<file path="src/rtl/sfe_pkg.sv">
package sfe_pkg;

    localparam int CHAR_W    = 8;
    localparam int MAX_FRAME = 12;
    localparam int LEN_W     = $clog2(MAX_FRAME + 1);

    // bit 0: seven-bit, bit 1: parity on, bit 2: odd sense, bit 3: two stops
    typedef struct packed {
        logic two_stop;
        logic odd_sense;
        logic par_on;
        logic seven_bit;
    } frame_mode_t;

    typedef enum logic [2:0] {
        RX_IDLE,
        RX_START,
        RX_DATA,
        RX_PAR,
        RX_STOP
    } rx_state_e;

    function automatic logic [CHAR_W-1:0] char_mask(
        input logic [CHAR_W-1:0] d,
        input frame_mode_t       m
    );
        return m.seven_bit ? {1'b0, d[CHAR_W-2:0]} : d;
    endfunction

    function automatic logic parity_of(
        input logic [CHAR_W-1:0] d,
        input frame_mode_t       m
    );
        return (^char_mask(d, m)) ^ m.odd_sense;
    endfunction

    function automatic logic [LEN_W-1:0] frame_bits(input frame_mode_t m);
        logic [LEN_W-1:0] n;
        n = LEN_W'(1 + CHAR_W + 1);
        if (m.seven_bit) n = n - LEN_W'(1);
        if (m.par_on)    n = n + LEN_W'(1);
        if (m.two_stop)  n = n + LEN_W'(1);
        return n;
    endfunction

    function automatic logic [MAX_FRAME-1:0] pack_frame(
        input logic [CHAR_W-1:0] d,
        input frame_mode_t       m
    );
        logic [MAX_FRAME-1:0] f;
        int                   pos;
        f   = '1;
        f[0] = 1'b0;
        pos = 1;
        for (int i = 0; i < CHAR_W; i++) begin
            if ((i < CHAR_W - 1) || !m.seven_bit) begin
                f[pos] = d[i];
                pos    = pos + 1;
            end
        end
        if (m.par_on) f[pos] = parity_of(d, m);
        return f;
    endfunction

endpackage

</file>
<file path="src/rtl/sfe_tx.sv">
module sfe_tx
    import sfe_pkg::*;
#(
    parameter int OVS = 16
) (
    input  logic              clk,
    input  logic              rst,
    input  logic              tick,
    input  frame_mode_t       mode,
    input  logic              tx_valid,
    input  logic [CHAR_W-1:0] tx_data,
    output logic              tx_ready,
    output logic              txd
);
    localparam int CW = $clog2(OVS);

    logic [MAX_FRAME-1:0] shift_q;
    logic [LEN_W-1:0]     left_q;
    logic [CW-1:0]        tcnt_q;
    logic                 accept;

    assign tx_ready = (left_q == '0);
    assign txd      = shift_q[0];
    assign accept   = tx_valid && tx_ready;

    always_ff @(posedge clk) begin
        if (rst) begin
            shift_q <= '1;
            left_q  <= '0;
            tcnt_q  <= '0;
        end else if (accept) begin
            shift_q <= pack_frame(tx_data, mode);
            left_q  <= frame_bits(mode);
            tcnt_q  <= '0;
        end else if ((left_q != '0) && tick) begin
            if (tcnt_q == CW'(OVS - 1)) begin
                tcnt_q  <= '0;
                shift_q <= {1'b1, shift_q[MAX_FRAME-1:1]};
                left_q  <= left_q - LEN_W'(1);
            end else begin
                tcnt_q <= tcnt_q + CW'(1);
            end
        end
    end

    AST_TX_IDLE_HIGH: assert property (@(posedge clk) disable iff (rst)
        tx_ready |-> txd);
    AST_TX_START_LOW: assert property (@(posedge clk) disable iff (rst)
        accept |=> !txd);
    AST_TX_BUSY_AFTER_ACCEPT: assert property (@(posedge clk) disable iff (rst)
        accept |=> !tx_ready);

endmodule

</file>
<file path="src/rtl/sfe_rx.sv">
module sfe_rx
    import sfe_pkg::*;
#(
    parameter int OVS = 16
) (
    input  logic              clk,
    input  logic              rst,
    input  logic              tick,
    input  frame_mode_t       mode,
    input  logic              rxd,
    output logic              rx_valid,
    output logic [CHAR_W-1:0] rx_data,
    output logic              rx_perr,
    output logic              rx_ferr
);
    localparam int CW   = $clog2(OVS);
    localparam int HALF = OVS / 2;
    localparam int BW   = $clog2(CHAR_W);

    logic              sync1_q, sync2_q, prev_q;
    rx_state_e         state_q;
    logic [CW-1:0]     tcnt_q;
    logic [BW-1:0]     bit_q;
    logic [CHAR_W-1:0] shift_q;
    logic              par_q;
    frame_mode_t       mode_q;
    logic [CHAR_W-1:0] word;
    logic [BW-1:0]     last_bit;
    logic              centre;

    assign word     = mode_q.seven_bit ? {1'b0, shift_q[CHAR_W-1:1]} : shift_q;
    assign last_bit = mode_q.seven_bit ? BW'(CHAR_W - 2) : BW'(CHAR_W - 1);
    assign centre   = (tcnt_q == CW'(OVS - 1));

    always_ff @(posedge clk) begin
        if (rst) begin
            sync1_q  <= 1'b1;
            sync2_q  <= 1'b1;
            prev_q   <= 1'b1;
            state_q  <= RX_IDLE;
            tcnt_q   <= '0;
            bit_q    <= '0;
            shift_q  <= '0;
            par_q    <= 1'b0;
            mode_q   <= '0;
            rx_valid <= 1'b0;
            rx_data  <= '0;
            rx_perr  <= 1'b0;
            rx_ferr  <= 1'b0;
        end else begin
            sync1_q  <= rxd;
            sync2_q  <= sync1_q;
            rx_valid <= 1'b0;
            if (tick) begin
                prev_q <= sync2_q;
                unique case (state_q)
                    RX_IDLE: begin
                        if (prev_q && !sync2_q) begin
                            state_q <= RX_START;
                            tcnt_q  <= '0;
                            mode_q  <= mode;
                        end
                    end
                    RX_START: begin
                        if (tcnt_q == CW'(HALF - 1)) begin
                            tcnt_q  <= '0;
                            bit_q   <= '0;
                            state_q <= sync2_q ? RX_IDLE : RX_DATA;
                        end else begin
                            tcnt_q <= tcnt_q + CW'(1);
                        end
                    end
                    RX_DATA: begin
                        if (centre) begin
                            tcnt_q  <= '0;
                            shift_q <= {sync2_q, shift_q[CHAR_W-1:1]};
                            if (bit_q == last_bit) begin
                                bit_q   <= '0;
                                state_q <= mode_q.par_on ? RX_PAR : RX_STOP;
                            end else begin
                                bit_q <= bit_q + BW'(1);
                            end
                        end else begin
                            tcnt_q <= tcnt_q + CW'(1);
                        end
                    end
                    RX_PAR: begin
                        if (centre) begin
                            tcnt_q  <= '0;
                            par_q   <= sync2_q;
                            state_q <= RX_STOP;
                        end else begin
                            tcnt_q <= tcnt_q + CW'(1);
                        end
                    end
                    RX_STOP: begin
                        if (centre) begin
                            tcnt_q   <= '0;
                            state_q  <= RX_IDLE;
                            rx_valid <= 1'b1;
                            rx_data  <= word;
                            rx_ferr  <= !sync2_q;
                            rx_perr  <= mode_q.par_on &&
                                        ((^word) ^ par_q ^ mode_q.odd_sense);
                        end else begin
                            tcnt_q <= tcnt_q + CW'(1);
                        end
                    end
                    default: state_q <= RX_IDLE;
                endcase
            end
        end
    end

    AST_RX_SINGLE_PULSE: assert property (@(posedge clk) disable iff (rst)
        rx_valid |=> !rx_valid);
    AST_RX_SEVEN_MSB_CLEAR: assert property (@(posedge clk) disable iff (rst)
        (rx_valid && mode_q.seven_bit) |-> !rx_data[CHAR_W-1]);
    AST_RX_NO_PERR_UNCHECKED: assert property (@(posedge clk) disable iff (rst)
        (rx_valid && !mode_q.par_on) |-> !rx_perr);

endmodule

</file>
<file path="src/rtl/serial_frame_engine.sv">
module serial_frame_engine
    import sfe_pkg::*;
#(
    parameter int OVS = 16
) (
    input  logic              clk,
    input  logic              rst,
    input  logic              os_tick,
    input  logic              mode_ld,
    input  logic [3:0]        mode_in,
    input  logic              tx_valid,
    input  logic [CHAR_W-1:0] tx_data,
    output logic              tx_ready,
    output logic              txd,
    input  logic              rxd,
    output logic              rx_valid,
    output logic [CHAR_W-1:0] rx_data,
    output logic              rx_perr,
    output logic              rx_ferr
);
    frame_mode_t mode_q;

    always_ff @(posedge clk) begin
        if (rst)          mode_q <= '0;
        else if (mode_ld) mode_q <= frame_mode_t'(mode_in);
    end

    sfe_tx #(.OVS(OVS)) u_tx (
        .clk      (clk),
        .rst      (rst),
        .tick     (os_tick),
        .mode     (mode_q),
        .tx_valid (tx_valid),
        .tx_data  (tx_data),
        .tx_ready (tx_ready),
        .txd      (txd)
    );

    sfe_rx #(.OVS(OVS)) u_rx (
        .clk      (clk),
        .rst      (rst),
        .tick     (os_tick),
        .mode     (mode_q),
        .rxd      (rxd),
        .rx_valid (rx_valid),
        .rx_data  (rx_data),
        .rx_perr  (rx_perr),
        .rx_ferr  (rx_ferr)
    );

endmodule

</file>
<file path="config.mk">
export PLATFORM = sky130hd
export DESIGN_NAME = serial_frame_engine
export DESIGN_NICKNAME = d
export VERILOG_FILES = /design/src/rtl/sfe_pkg.sv /design/src/rtl/sfe_tx.sv /design/src/rtl/sfe_rx.sv /design/src/rtl/serial_frame_engine.sv
export SDC_FILE = /design/constraint.sdc
export NUM_CORES = 1
export LEC_CHECK = 0
export ABC_AREA = 1
export BUFFER_PORTS_ARGS = -buffer_cell sky130_fd_sc_hd__buf_2
export CORE_MARGIN = 3
export CORE_UTILIZATION = 50
export CTS_CLUSTER_SIZE = 16
export DETAILED_ROUTE_END_ITERATION = 7
export PLACE_DENSITY = 0.81
export RECOVER_POWER = 50
export SYNTH_ARGS = -nofsm -noshare
export SYNTH_HDL_FRONTEND = slang
export SYNTH_SLANG_ARGS = --single-unit
</file>
<file path="constraint.sdc">
create_clock -name clk -period 3.85 [get_ports clk]
set_input_delay 0.1925 -clock clk [delete_from_list [all_inputs] [get_ports clk]]
set_output_delay 0.1925 -clock clk [all_outputs]
set_load 0.005 [all_outputs]
</file>
==> results of run 1 <==
[kinds of logic (layout without fill, tap and decap cells)]
group | Yosys count | in the layout
AOI/OAI and AO/OA | 92 | 92
xor gates and xnor gates | 10 | 10
adders and majority gates | 7 | 7
buffers and inverters | 65 | 101
DFF | 58 | 58
and+or+nand+nor | 173 | 173
[cell type report]
cell class / instances / area (um2) / area share
Clock buffer: 11 / 141.4 / 0.04363
Clock inverter: 5 / 30.03 / 0.009266
Inverter: 55 / 207.7 / 0.06409
Multi-Input combinational cell: 282 / 1471 / 0.4541
Sequential cell: 58 / 1161 / 0.3583
Tap cell: 72 / 90.09 / 0.02780
Timing Repair Buffer: 30 / 138.9 / 0.04286
[placed cells by master (no fill, tap or decap), types with 6 or more instances in the layout]
master / instances
sky130_fd_sc_hd__o21ai_0: 21
sky130_fd_sc_hd__clkbuf_1: 10
sky130_fd_sc_hd__a21oi_1: 35
sky130_fd_sc_hd__a31oi_1: 7
sky130_fd_sc_hd__inv_2: 9
sky130_fd_sc_hd__ha_1: 7
sky130_fd_sc_hd__dfxtp_1: 58
sky130_fd_sc_hd__xor2_1: 7
sky130_fd_sc_hd__o21ai_1: 9
sky130_fd_sc_hd__a211oi_1: 9
sky130_fd_sc_hd__inv_1: 44
sky130_fd_sc_hd__nand3_1: 14
sky130_fd_sc_hd__nor2_1: 34
sky130_fd_sc_hd__nor3_1: 6
sky130_fd_sc_hd__buf_2: 21
sky130_fd_sc_hd__clkbuf_8: 10
sky130_fd_sc_hd__nand2_1: 100
[routing by layer]
metal	global-route usage	routed length, um	vias up
li1	-	-	1389
met1	0.2577	2990	1165
met2	0.2901	2659	60
met3	0.04013	282	7
met4	0.08306	60	0
met5	0	0	-
[worst paths after layout]
kind                     end  cells past startpoint
max          u_rx.rx_data[6]                      7
max reg2reg  u_rx.rx_data[6]                      7
min reg2reg     u_rx.sync2_q                      1
min             u_rx.sync1_q                      2
[per-stage QoR]
step	worst slack [ns]	instance area, um2
floorplan	2.386	2924
global placement	2.021	3098
detailed placement	2.028	3098
CTS	2.002	3269
global route	1.493	3241
finish	1.757	3241
[report_power, final]
| part | switching [mW] | internal, mW | leakage [nW] | total (mW) |
|---|---|---|---|---|
| registers | 0.0604 | 0.677 | 0.472 | 0.737 |
| logic | 0.323 | 0.168 | 0.855 | 0.492 |
| clock network | 0.243 | 0.247 | 0.0851 | 0.491 |
| total | 0.627 | 1.09 | 1.41 | 1.72 |
[state kept, by name (all words and copies together) (netlist names)]
| name | flops |
|---|---|
| u_rx.par_q | 1 |
| u_tx.left_q | 4 |
| u_rx.state_q | 3 |
| u_rx.bit_q | 3 |
| u_rx.sync1_q | 1 |
| mode_q | 4 |
| u_rx.rx_ferr | 1 |
| u_tx.tcnt_q | 4 |
| u_rx.shift_q | 8 |
| u_rx.sync2_q | 1 |
| u_rx.rx_valid | 1 |
| u_rx.tcnt_q | 4 |
| u_tx.shift_q | 10 |
| u_rx.prev_q | 1 |
| u_rx.mode_q | 3 |
| u_rx.rx_perr | 1 |
| u_rx.rx_data | 8 |
[critical path: stages, from the launching register on]
cell and delay (ns):
sky130_fd_sc_hd__dfxtp_1 0.38, sky130_fd_sc_hd__ha_1 0.19, sky130_fd_sc_hd__nand2_1 0.11, sky130_fd_sc_hd__nor3_1 0.32
sky130_fd_sc_hd__nand2_1 0.25, sky130_fd_sc_hd__clkinvlp_2 0.42, sky130_fd_sc_hd__o21ai_0 0.16, sky130_fd_sc_hd__a31oi_1 0.18
==> impl_summary.md, run 1 <==
STA
The highest clock rate is around 0.48 GHz. The final number of setup-violating endpoints is 0. The worst clock skew is roughly 0.0053 ns. Setup repair after global routing left no endpoint under its margin. The final hold slack is ~0.043 ns. The final number of max-transition violations came to 0. The share of the cycle needed by the critical path after routing is 0.5438.

The actual transition at the worst max-transition pin is around 1.0 ns. The number of failing hold endpoints at the final stage is 0. After routing, the total negative slack on setup checks comes to 0 ns.

The normalized max-slew margin is 0.3217. The clock period could shrink to roughly 2.1 ns.

CTS
Counting the buffers created by CTS gives 9. The count of cells resized by post-cts repair is 0. The clock latency on the worst-skew pair is approximately 0.33 ns. Post-CTS timing repair inserted 0 buffers for setup. The maximum level of the CTS H-tree is 3. The clock root buffer is sky130_fd_sc_hd__clkbuf_8.

The number of buffers inserted by hold repair at cts is 0. TritonCTS built the clock tree. The number of clock sinks seen by CTS is just under 60. The maximum count of clock buffers along a single path is 2. The CTS clock-pin slew for the worst setup and hold paths is 0.06 ns.

Cells and area
0 antenna diodes ended up in the layout. The post-layout net count is around 460. The number of filler cells placed in the layout is between 500 and 600. The area growth from synthesis to layout is 10.83%. Measured on the finished design, the core utilization comes to 0.5814. Of the cells placed in the final design, the portion with a size suffix greater than 1 is 0.1383.

The finished layout holds roughly 510 standard cells, fillers aside.

Global route
The initial antenna violation count is 0. The residual overflow from global routing is 0. The maximum number of pins on one net before global-route repair is 28. The first global-routing pass estimated ~10 mm of wire. The number of global-route vias before repair was between 2000 and 2500. For this run, the total global-route usage over all layers was measured as 0.1902.

Critical path
The arrival time at the worst endpoint is approximately 2.4 ns. The startpoint of the worst setup timing path is u_rx.tcnt_q[0]. The sort of element at the start of the critical path is a register.

STA classifies the critical path endpoint as a register. The startpoint identified for the worst register-to-register timing path is u_rx.tcnt_q[0]. The setup check on the worst reg-to-reg path leaves a slack of between 1.5 and 2 ns. STA puts the critical path data required time at between 4 and 5 ns. Of all nets on the critical path, the largest fanout is 17. The critical setup path kind is reg -> reg.

Floorplanning
The floorplan step defined a die boundary enclosing 6801 um2. The height of the die is between 80 and 90 um. The number of top-level pins is 31. The die outline width is between 80 and 90 um. The cell row count is 27. The floorplan core area is between 5000 and 6000 um2. The initial utilization of the core area, before any placement, comes to 0.5246.

Logic synthesis
The average cell area after synthesis is slightly above 7 um2. The synthesized-area fraction occupied by and/or/nand/nor cells is 0.2644. In this run, synthesis inferred 0 flip-flops with an integrated enable. Of the total synthesized cell area, the portion taken by XOR and XNOR cells is 0.02995.

Of the post-synthesis cell area, the dominant cell type holds 0.3971. The top cell type by total area after synthesis is sky130_fd_sc_hd__dfxtp_1. Of the post-synthesis cell area, the part taken by muxes is 0. The count of synthesis-stage warnings from yosys is 0. The number of nets in the synthesized netlist is 430.

Synthesis inferred 58 register bits. The netlist uses 42 different library cells. Among all flip-flop cells after synthesis, the most frequent one is sky130_fd_sc_hd__dfxtp_1. The async set or reset register ratio after synthesis is 0. The largest family of logic cells by synthesized area is simple AND/OR/NAND/NOR gates. The synthesized area is 2924 um2. By area the synthesized netlist is led by sky130_fd_sc_hd__dfxtp_1 40%, sky130_fd_sc_hd__nand2_1 13%, sky130_fd_sc_hd__a21oi_1 5.8%. The area fraction in compound gates after synthesis was 0.1849. The leading cell type by number of instances after synthesis is sky130_fd_sc_hd__nand2_1. The area share of fa/ha/maj cells after synthesis is 0.02995. For this run, the register share of the synthesized area comes to 0.3971.

The commonest cells after synthesis are 99 x sky130_fd_sc_hd__nand2_1, 58 x sky130_fd_sc_hd__dfxtp_1, 43 x sky130_fd_sc_hd__inv_1. In the synthesized netlist, the number of instances is 405.

Detailed routing
The total wire length after detailed routing is about 6.0 mm. The count of routing violations after the opening detailed-route iteration is 130. The final antenna-violating net count is 0. The number of remaining DRC errors is 0. The routed layout has roughly 2600 vias. The average wire length per cell after detail routing is about 12 um. In the routed layout, each cell is associated on average with a via count of around 5.1. The number of iterations in the first detailed-routing pass is 4.

Placement
The total of buffers placed on input and output ports is 30. Once placement completed, the tool counted placed cells totaling 497. The weighted congestion at the end of routability-driven global placement is ~0.82. After legalization and detailed placement, the total HPWL measured around 4.3 mm.

Hold path
The worst hold path begins at rxd. The worst min-delay path category is in -> reg.

Status
The flow ran to the end, and the final reports show no timing, DRC or antenna violations.

Run
Across the run, the number of max-cap violations was 0.

Power and ir drop
The standby leakage power is 1.412 nW. The power density over the cells is approximately 530 nW/um2. The maximum VDD drop is ~0.31 mV. The overall power consumption is roughly 1.7 mW.
Power figures use the tool's default switching activity.
==> inputs of run 2 (changes only) <==
Settings changed: ABC_AREA 1 to 0, PLACE_DENSITY 0.81 to 0.83.
Clock period 3.85 ns to 1.73 ns, I/O delays scaled along.
==> impl_summary.md, run 2 <==
Status
The flow ran to the end, but the final reports show violations. The final reports fail on setup timing.

Logic synthesis
The predominant post-synthesis flop cell is sky130_fd_sc_hd__dfxtp_1. Of the post-synthesis cell area, the dominant cell type holds 0.4086. By area the synthesized netlist is led by sky130_fd_sc_hd__dfxtp_1 41%, sky130_fd_sc_hd__mux2i_1 11%, sky130_fd_sc_hd__xnor2_1 5.9%.

sky130_fd_sc_hd__dfxtp_1 takes more of the synthesized area than any other cell. The cell count after synthesis is ~320. The proportion of synthesized chip area in sequential cells is 0.4086. By count the netlist is led by 58 x sky130_fd_sc_hd__dfxtp_1, 41 x sky130_fd_sc_hd__nor2_1, 31 x sky130_fd_sc_hd__mux2i_1. The total of flip-flops plus latches after synthesis is 58. In this run, synthesis inferred 0 flip-flops with an integrated enable. The synthesized netlist occupies a cell area of approximately 2800 um2. The leading cell type by number of instances after synthesis is sky130_fd_sc_hd__dfxtp_1. The number of different library cells used by synthesis comes to 46.

Of all flip-flops after synthesis, the portion carrying an async set or reset was 0. During synthesis, Yosys emitted a total of 0 warnings. The net count after synthesis is ~340.

Averaged over all synthesized cells, the footprint is 8.935 um2.

CTS
TritonCTS built the clock tree. The clock root buffer is sky130_fd_sc_hd__clkbuf_8. The number of clock sinks seen by CTS is slightly below 60.

Buffers inserted during clock tree synthesis total 9. In this run the deepest clock path goes through 2 buffers. Clock-pin slew was measured on the worst setup and hold paths at approximately 0.070 ns.

The maximum level of the CTS H-tree is 3. The clock latency on the worst-skew pair is 0.34 ns.

Cells and area
Of the cells placed in the final design, the portion with a size suffix greater than 1 is 0.3178. The area added between synthesis and finish is 31.44%. The largest registers in the layout are u_tx.shift_q: 10 flops, u_rx.rx_data: 8 flops, u_rx.shift_q: 8 flops.

The top cell types in the final layout, fill and taps aside, are 48 x sky130_fd_sc_hd__dfxtp_1, 39 x sky130_fd_sc_hd__nor2_1, 34 x sky130_fd_sc_hd__buf_4. The number of antenna diodes in the final layout is 0. For this run, the share of the core covered by cells in the final layout is 0.7043. The library cell used most frequently in the layout, excluding fill and tap cells, is sky130_fd_sc_hd__dfxtp_1.

The number of filler cells placed in the layout is 360. The register with the most flip-flops in the layout has 10 of them. The register with the most flip-flops in the final layout is u_tx.shift_q. After the last flow step, the layout net total stands at slightly above 400.

STA
The shortest period the worst path allows is approximately 1.9 ns. The number of failing hold endpoints at the final stage was 0. Setup repair after global routing could not meet its margin everywhere.

Static timing analysis puts the maximum clock frequency at 0.5253 GHz. The worst clock skew is between 0.009 and 0.01 ns. The share of the cycle needed by the critical path after routing is 1.100. For the pin with the worst max-slew slack, the measured transition is 0.5135 ns. The final critical-path setup slack is -0.1736 ns. Setup violations remaining at the end of the flow were counted as 16. The final number of max-transition violations was 0.

The normalized max-slew margin is 0.6577.

Detailed routing
The total wire length after detailed routing is ~7 mm. The detailed-route vias per instance is ~5.5. The count of routing violations after the opening detailed-route iteration is 170.

The routed layout has between 2000 and 3000 vias. The first detailed-routing pass took 4 iterations. Once detail routing completed, the nets flagged for antenna violations numbered 0.

Dividing the detail-routed wire length by the instance count gives roughly 15 um. In the routed design, unresolved DRC markers number 0.

Power and ir drop
VDD sags by at most roughly 0.47 mV. Summed over all cells, the static leakage comes to ~1.5 nW. The power density over the cells is approximately 900 nW/um2.

Global route
In this run the most used layer during global routing was met2. For this run, global-route usage on met2 was measured as 0.3347. The residual overflow from global routing is 0. The initial antenna violation count came to 0. The fraction of met1 tracks used by global routing is 0.2462.

The met3 routing resource usage after global routing is 0.03548. The number of global-route vias before repair is between 2000 and 2500. The total track usage is 0.2009. Entering global routing, the biggest net connects 31 pins.

The first global-routing pass estimated 10.30 mm of wire.

Critical path
The capturing point of the worst reg2reg path is u_tx.left_q[2]. The worst setup path is captured at a register. Along the worst path, the maximum fanout reaches 5. The slack of the worst reg-to-reg path is -0.17 ns. At the worst endpoint, the required time is ~2.0 ns. The count of cells along the worst register-to-register path is 7. The critical setup path kind is reg -> reg. Data arrives at the worst endpoint at between 2 and 2.5 ns. The sort of element at the start of the critical path is a register. In this run the critical register-to-register path is launched from u_tx.left_q[0].

Placement
At the end of routability-driven placement, the weighted congestion stood at between 0.8 and 0.9. The worst setup timing slack at the placement stage is -0.1405 ns. The total of buffers placed on input and output ports is 30.

The placed wire-length estimate after detailed placement is just over 4 mm.

Hold path
The min-delay analysis places its worst path in the category in -> reg. The launch instance of the worst min-delay path is mode_in[3]. The count of cells along the worst hold path is 3. The path with the worst hold slack has its endpoint at mode_q[3].

Floorplanning
The floorplan has 26 rows. The number of top-level pins is 31. The effective utilization at floorplan is 0.5359. The floorplan core area is between 5000 and 6000 um2. From left edge to right edge, the die measures 81.39 um. The height of the die is roughly 81 um.

The floorplan step defined a die boundary enclosing ~6600 um2.

Run
Max-cap violations in this run came to 0.
==> run 2: layout make-up <==
type                    count  area [um2]  share of cell area
inverters                   6       22.52            0.006030
multi-input cells         233        1674              0.4482
clock inverters             5       77.57             0.02077
repair buffers             74       550.5              0.1474
well taps                  70       87.58             0.02345
flip-flops and latches     58        1181              0.3162
clock buffers              11       141.4             0.03786
==> run 2: timing repair <==
action / in CTS / in global routing
gates resized for setup: 3 / 38
buffers inserted: 2 / 10
pin swaps: 2 / 17
setup endpoints to repair: 11 / 39
hold endpoints to repair: 2 / 0
hold buffers: 2 / 0
cloned: 0 / 2
==> run 2: worst max-delay path by stage <==
| stage | from | endpoint | slack (ns) | depth (start not counted) |
|---|---|---|---|---|
| 2_1_floorplan | u_tx.left_q[0] | u_tx.shift_q[4] | -0.09 | 9 |
| 3_3_place_gp | u_tx.left_q[0] | u_tx.left_q[2] | -0.05 | 7 |
| 3_5_place_dp | u_tx.left_q[0] | u_tx.left_q[2] | -0.14 | 7 |
| 4_1_cts | u_tx.left_q[0] | u_tx.left_q[2] | -0.12 | 7 |
| 5_1_grt | u_tx.left_q[0] | u_tx.left_q[2] | -0.21 | 7 |
| 6_report | u_tx.left_q[0] | u_tx.left_q[2] | -0.17 | 7 |
==> run 2: stage by stage <==
stage	power, mW	hold WS, ns	cells	instance area [um2]	TNS [ns]
final	3.343	0.005391	457	3735	-1.600
after global routing	3.457	0.04122	457	3735	-4.476
after CTS	3.248	0.005216	445	3491	-0.5720
after detailed placement	1.872	0.2774	425	3229	-0.6288
after global placement	1.853	0.2732	425	3229	-0.1308
after floorplan	1.715	0.1903	318	2860	-0.4709
==> run 2: kinds of logic after synthesis <==
| group | count (synthesis) | synth area share |
|---|---|---|
| AND/OR/NAND/NOR | 118 | 0.2087 |
| flip-flops | 58 | 0.4086 |
| AO/OA/AOI/OAI | 53 | 0.1141 |
| multiplexers | 32 | 0.1132 |
| buffers and inverters | 27 | 0.04887 |
| XOR/XNOR | 23 | 0.07574 |
| adder cells (fa/ha/maj) | 7 | 0.03082 |
==> run 2: per-layer routing <==
| metal | part of all wire | vias to the layer above |
|---|---|---|
| met5 | 0 | - |
| met1 | 0.43 | 1203 |
| met2 | 0.51 | 66 |
| met3 | 0.034 | 17 |
| li1 | - | 1232 |
| met4 | 0.023 | 0 |
==> run 2: where the power goes <==
part	switching, mW	internal [mW]
registers	0.0404	1.39
clock network	0.542	0.845
logic	0.254	0.276
total	0.837	2.51
==> run 2: worst max-delay path: stages, from the launching register on <==
cell and delay, ns:
sky130_fd_sc_hd__dfxtp_2 0.34, sky130_fd_sc_hd__inv_2 0.06, sky130_fd_sc_hd__ha_4 0.15, sky130_fd_sc_hd__nor3b_4 0.14
sky130_fd_sc_hd__or3b_4 0.43, sky130_fd_sc_hd__buf_8 0.15, sky130_fd_sc_hd__or4_4 0.42, sky130_fd_sc_hd__a31oi_1 0.14
==> inputs of run 3 (changes only) <==
Clock period 1.73 ns to 1.7 ns, I/O delays scaled along.
==> impl_summary.md, run 3 (synthesized netlist as in run 2, its figures left out) <==
Cells and area
Across the whole layout, storage elements account for between 1000 and 1500 um2. The total area of multi-input combinational cells is roughly 1700 um2. The finished cells cover between 3000 and 4000 um2. The layout has roughly 400 filler cells. Ranked by flip-flop count, first place goes to u_tx.shift_q. In the final layout, the registers with the most flip-flops are u_tx.shift_q: 10 flops, u_rx.rx_data: 8 flops, u_rx.shift_q: 8 flops. The number of flip-flops under the largest register name is 10. For this run, the post-layout net count is ~410. The proportion of layout cells with a drive suffix above 1 is 0.2909. The number of diodes is 0.

The library cells used most frequently in the layout, excluding fill and tap cells, are 51 x sky130_fd_sc_hd__dfxtp_1, 41 x sky130_fd_sc_hd__nor2_1, 34 x sky130_fd_sc_hd__buf_4. Leaving out fill and tap cells, the most frequent cell in the layout is sky130_fd_sc_hd__dfxtp_1. The area added between synthesis and finish is 29.06%.

For this run, the share of the core covered by cells in the final layout is 0.6916.

CTS
The number of clock sinks seen by CTS is 58. The tree is rooted in a sky130_fd_sc_hd__clkbuf_8. The H-tree was split into 3 levels. At the later pin of the worst-skew pair, clock insertion delay measures roughly 0.34 ns.

The clock tree from TritonCTS is built. The clock passes through at most 2 buffers. After clock tree synthesis, the clock-pin slew on the worst setup and hold paths is ~0.060 ns. The number of clock buffers inserted by TritonCTS is 9.

STA
The number of failing hold endpoints at the final stage is 0. The final number of max-transition violations is 0. In the finished design, the share of the clock period the worst path needs comes to 1.121.

In this run the tightest slew margin relative to its limit is 0.6409. At the pin with the least slew margin, the transition time is about 0.54 ns. Across all setup checks in the final design, the least slack found is -0.2056 ns. Setup violations remaining at the end of the flow were counted as 13.

The shortest period the worst path allows is ~1.9 ns. Setup repair after global routing could not meet its margin everywhere. Clock skew on the completed layout was measured at ~0.0068 ns. The highest clock rate is between 0.5 and 0.6 GHz.

Hold path
The worst min-delay path category is in -> reg.

Detailed routing
The detailed router finished its first iteration with about 130 violations. The detailed-route via count is ~2400. The number of iterations in the first detailed-routing pass is 4. The detailed-route vias per instance is ~5.3.

The final layout contains routed wiring with a total length of 6.447 mm. The detail route stage leaves a number of antenna-violating nets equal to 0. For this run, design rule violations remaining after detail routing come to 0. After detailed routing, the average wire length per cell comes to ~14 um.

Critical path
Traced cell by cell, the critical path runs through inv_2 -> ha_4 -> nor3b_4 -> or3b_4 -> buf_6 -> or4_4 -> a31oi_4. The required arrival time at the worst endpoint is about 2.0 ns. The buffering stage count on the worst path with inverters included is 2. On the critical path, the stage with the largest delay is an instance of sky130_fd_sc_hd__or4_4. STA classifies the critical path startpoint as a register. The setup path with the least slack is of type reg -> reg. The largest stage delay on the critical path is roughly 0.44 ns. On the critical path the largest part of the delay comes from simple AND/OR/NAND/NOR gates. The endpoint type of the worst setup path is a register. The largest fanout of any net on the critical path is 7. The arrival time at the worst endpoint is between 2 and 2.5 ns.

Floorplanning
The floorplan core area is 5303 um2. The die covers 6624 um2. The cell row count is 26. Pin placement for this block handled 31 I/O pins. The height of the die is ~81 um. The initial utilization of the core area, before any placement, comes to 0.5359. The die outline width is about 81 um.

Power and ir drop
Across the VDD grid, the largest voltage drop is between 0.4 and 0.5 mV. Summing internal, switching and leakage power gives ~3.2 mW. Summed over all cells, the static leakage comes to approximately 1.5 nW.

The power density over the cells is just under 900 nW/um2.

Placement
Port buffering added 30 buffers. At the end of routability-driven placement, the weighted congestion stood at around 0.80. The placed wire-length estimate after detailed placement is ~4.2 mm. The worst setup timing slack at the placement stage is -0.1464 ns. Once placement finished, the instance area stood at about 3300 um2.

Global route
The total track usage is 0.2120. The initial antenna violation count is 0. The global-route wire length before repair is between 10 and 15 mm. Summed over all layers, the global routing overflow is 0. The maximum number of pins on one net before global-route repair is 28.

The number of global-route vias before repair is ~2300.

Status
The checks that failed: setup timing. The flow ran to the end, but the final reports show violations.

Run
The tool flagged a number of max-cap violations equal to 0.
[run 3: cell types whose count changed in the layout (fill, tap and decap cells not counted), sizes merged]
cell         change
clkbuf           +1
clkinvlp         -1
buf              -2
bufinv           -1
dlygate4sd3      +1
[run 3: final cells by class]
| type | count | area share |
|---|---|---|
| Clock buffer | 11 | 0.04128 |
| Timing Repair Buffer | 74 | 0.1382 |
| Sequential cell | 58 | 0.3190 |
| Multi-Input combinational cell | 233 | 0.4606 |
| Clock inverter | 3 | 0.01092 |
| Inverter | 6 | 0.006141 |
| Tap cell | 70 | 0.02388 |
[run 3: where the power goes]
part           internal [mW]  switching [mW]
Sequential              1.41          0.0391
Combinational          0.251           0.237
Clock                  0.734           0.513
[run 3: worst paths after layout]
| kind | start | to | slack [ns] | cells after the start |
|---|---|---|---|---|
| min | mode_in[3] | mode_q[3] | 0.01 | 3 |
| max reg2reg | u_tx.left_q[1] | u_tx.left_q[2] | -0.21 | 7 |
| min reg2reg | u_rx.sync1_q | u_rx.sync2_q | 0.42 | 1 |
| max | u_tx.left_q[1] | u_tx.left_q[2] | -0.21 | 7 |
[run 3: worst register-to-register path, delay by kind of cell, from the launching register on]
kind | cells | cell delay, ns
simple gates | 3 | 0.98
flops | 1 | 0.34
buf+inv | 2 | 0.22
compound gates | 1 | 0.17
fa+ha+maj | 1 | 0.15
[run 3: per-layer routing]
layer / vias up / global-route usage / wire (um)
met2: 29 / 0.3616 / 3206
li1: 1224 / - / -
met4: 0 / 0.08108 / 101
met5: - / 0 / 0
met1: 1159 / 0.2527 / 2919
met3: 8 / 0.05654 / 220
[run 3: stage by stage]
step                std cells  hold WS, ns  TNS (ns)
finish                    455     0.009974    -1.321
global route              455      0.02653    -3.746
CTS                       455     0.007133    -1.015
detailed placement        431       0.2707    -1.143
global placement          431       0.2704   -0.4400
floorplan                 318       0.1888   -0.7229
[run 3: what timing repair did]
| item | 4_1_cts | 5_1_grt |
|---|---|---|
| gates resized for setup | 11 | 28 |
| pin swaps | 8 | 9 |
| cloned | 1 | 0 |
| endpoints found under the hold margin | 3 | 0 |
| buffers inserted | 6 | 0 |
| setup endpoints to repair | 15 | 36 |
| hold buffers | 3 | 0 |
